## src/rtl/bscan_pin_chain.sv

```systemverilog
module bscan_pin_chain #(
  parameter int NPINS = 4
) (
  input  logic             tck,
  input  logic             rst_n,
  input  logic             scan_in,
  input  logic             capture_en,
  input  logic             shift_en,
  input  logic             update_en,
  input  logic             extest,
  output logic             scan_out,
  input  logic [NPINS-1:0] core_out,
  input  logic [NPINS-1:0] core_oe,
  output logic [NPINS-1:0] core_in,
  input  logic [NPINS-1:0] pad_in,
  output logic [NPINS-1:0] pad_out,
  output logic [NPINS-1:0] pad_oe
);
  localparam int LEN = 3 * NPINS;

  logic [LEN-1:0] sr;
  logic [LEN-1:0] upd;
  logic [LEN-1:0] cap_val;
  logic [LEN-1:0] upd_init;

  for (genvar p = 0; p < NPINS; p++) begin : g_pin
    assign cap_val[3*p]     = pad_in[p];
    assign cap_val[3*p+1]   = core_out[p];
    assign cap_val[3*p+2]   = ~core_oe[p];
    assign upd_init[3*p]    = 1'b0;
    assign upd_init[3*p+1]  = 1'b0;
    assign upd_init[3*p+2]  = 1'b1;
    assign pad_out[p] = extest ? upd[3*p+1]  : core_out[p];
    assign pad_oe[p]  = extest ? ~upd[3*p+2] : core_oe[p];
    assign core_in[p] = extest ? upd[3*p]    : pad_in[p];
  end

  always_ff @(posedge tck or negedge rst_n) begin
    if (!rst_n)          sr <= '0;
    else if (capture_en) sr <= cap_val;
    else if (shift_en)   sr <= {scan_in, sr[LEN-1:1]};
  end

  always_ff @(posedge tck or negedge rst_n) begin
    if (!rst_n)         upd <= upd_init;
    else if (update_en) upd <= sr;
  end

  assign scan_out = sr[0];
endmodule

```

## config.mk

```make
export PLATFORM = sky130hd
export DESIGN_NAME = bscan_pin_chain
export DESIGN_NICKNAME = d
export VERILOG_FILES = /design/src/rtl/bscan_pin_chain.sv
export SDC_FILE = /design/constraint.sdc
export NUM_CORES = 1
export LEC_CHECK = 0
export ABC_AREA = 1
export BUFFER_PORTS_ARGS = -buffer_cell sky130_fd_sc_hd__buf_2
export CAP_MARGIN = 20
export CORE_ASPECT_RATIO = 0.8
export CORE_UTILIZATION = 29
export DETAILED_ROUTE_END_ITERATION = 10
export PLACE_DENSITY_LB_ADDON = 0.12
export SKIP_LAST_GASP = 1
export SLEW_MARGIN = 20
export SYNTH_ARGS = -nofsm -noshare
export SYNTH_HDL_FRONTEND = slang
export SYNTH_SLANG_ARGS = --single-unit
```

## constraint.sdc

```tcl
create_clock -name tck -period 0.9 [get_ports tck]
set_clock_uncertainty 0.2 [all_clocks]
set_input_delay 0.045 -clock tck [delete_from_list [all_inputs] [get_ports tck]]
set_output_delay 0.045 -clock tck [all_outputs]
set_load 0.005 [all_outputs]
```

==> flow_summary.toml <==
[run_status]
status = "complete, but fails checks"
violations = "hold timing, setup timing"

[route]
vias_per_cell = 4.30
route.detailed.drc = 0
dr.pass1.iters = 4
wl_per_cell_microns = 11.2
wl_microns = 2850
vias = 1097
postRouteAntennaNets = 0
drt_iter0_drc = 33

[cells_and_area]
layout.cells.non_filler = 255
final_cell_mix = "nand2_1, buf_2, dfrtp_1, nand3_1"
diodes = 0
layout_commonest_cell = "nand2_1"
drive_above_1_share_pct = 31.0
area_delta_synth_final_pct = 46.1
nNetsFinal = 220

[timing]
maxSlewViolCount = 0
rsz0062_at_grt = "yes"
maxSlewHeadroom_pct = 83.4
fmax_mhz = 820
whs_ps = -97.2
worst_slew_pin_slew_ps = 249
setup_ws_ps = -320
fin_crit_ps = 1220
post-route-period-util_pct = 136
hold_viol_final = 21
setup_viol = 22

[cts]
cts_max_path_buffers = 2
cts_tree = "yes"
ctsHoldBuffers = 14
clk_pin_slew_ps = 80
htree_levels = 1
clockRootBuffer = "clkbuf_8"
cts_buffers = 3
insertion_delay_ps = 270
cts.sinks = 24

[global_routing]
gr-total-overflow = 0
grt_pass1_vias = 986
grt_pass1_wl_microns = 4650
grt_max_degree = 25
antenna_found_initial = 0
grtUsageTotal_pct = 14.7

[place]
post-place-ws_ps = -71.2
place_inst = 235
hpwl_microns = 1950
gp_congestion = 0.720
port_buffers = 31

[power_and_ir_drop]
p_leak_nw = 0.876
power-per-cell-area_nw_per_um2 = 1630
vdd.ir_drop.worst_v = 0.000853

[floorplanning]
fp-row-count = 20
die_width_microns = 72.7
start_util_pct = 30.5
dieArea_sq_um = 4260
num_io_pins = 32
die_y_microns = 58.6
core_sq_um = 3800

[synth]
syn_nets = 169
synth_cell_type_count = 11
synth.avg_cell_area_sq_um = 7.74
synth_cells = 150
yosysWarnings = 0
seq_area_frac_synth_pct = 52.2
ys_ff_latch = 24
syn_area_sq_um = 1160

[worst_hold_path]
hold_class = "input port to flop"

[worst_setup_path]
crit_arrival_ps = 980
critical-path-top-delay-family = "flip-flops"
worstSetupPathType = "flop to output port"
start_kind = "flop"
cp_num_buf_inv = 1
end_kind = "output port"
slowest_stage = "dfstp_2"
max_stage_delay_ps = 540
path_cells = "o21ai_2, buf_2"
required_ps = 650
critPathMaxFanout = 2

[run]
drv_cap = 0
-- cells in the mapped netlist --
cell,n,area (sq um)
inv_1,14,52.6
inv_2,1,3.75
buf_6,2,22.5
buf_4,2,15.0
buf_2,4,20.0
nor2_2,1,6.26
dfrtp_1,20,500
dfstp_2,4,105
o21ai_0,24,120
nand3_1,18,90.1
nand2_1,60,225
-- cells by family (layout without fill, tap and decap cells) --
family                 Yosys count  count (layout)  share of synthesized area (%)
AND/OR/NAND/NOR                 79              79                           27.7
AO/OA/AOI/OAI                   24              24                           10.3
flip-flops                      24              24                           52.2
buffers and inverters           23              73                           9.81
-- flip-flops by register name, indices dropped and copies added, names as in the netlist --
register	count
sr	12
upd	12
-- worst min-delay path, delay by kind of cell --
| family | cells | cell delay (ps) |
|---|---|---|
| buffers and inverters | 2 | 260 |
| AO/OA/AOI/OAI | 1 | 60 |
-- stage by stage --
step / hold slack, ps / area [sq um] / total power [mW] / util [%] / setup TNS, ps
final: -97.2 / 1700 / 2.76 / 44.6 / -3850
after global routing: -102 / 1700 / 2.92 / 44.6 / -5030
after CTS: -91.9 / 1650 / 2.76 / 43.3 / -4010
after detailed placement: -204 / 1420 / 1.74 / 37.3 / -847
after global placement: -204 / 1420 / 1.72 / 37.3 / -636
after floorplan: -451 / 1160 / 1.52 / - / 0
-- path summary, 6_finish.rpt --
path,start,endpoint,slack [ps],cells after the start
setup / recovery,upd[2],pad_oe[0],-320,2
hold / removal,update_en,upd[5],-100,3
setup reg to reg,upd[5],upd[5],-150,3
hold reg to reg,upd[11],upd[11],270,2
max in group asynchronous,rst_n,upd[8],230,3
min in group asynchronous,rst_n,upd[9],40,3
-- layer usage --
metal	wire length, microns	share of wire [%]	global-route usage (%)	up-vias
met5	0	0	0	-
met4	19	0.67	4.20	0
met3	143	5.0	4.62	2
met2	1220	43	23.1	24
met1	1460	51	19.5	499
li1	-	-	-	572
-- area by class of cell --
type / count / area [sq um]
clock buffers: 3 / 41.3
flip-flops and latches: 24 / 606
multi-input cells: 103 / 483
well taps: 55 / 68.8
fillers: 415 / 2110
repair buffers: 54 / 412
inverters: 15 / 56.3
clock inverters: 1 / 30.0
-- timing repair --
item                       in CTS  in global routing
hold endpoints to repair       48                 19
setup buffers                   1                  1
gates resized for setup         7                 16
setup endpoints to repair      21                 30
pin swaps                       5                 10
-- report_power, final --
part	internal, mW	switching [mW]
logic	0.263	0.270
registers	1.21	0.0714
clock network	0.595	0.348
Power figures use the tool's default switching activity.
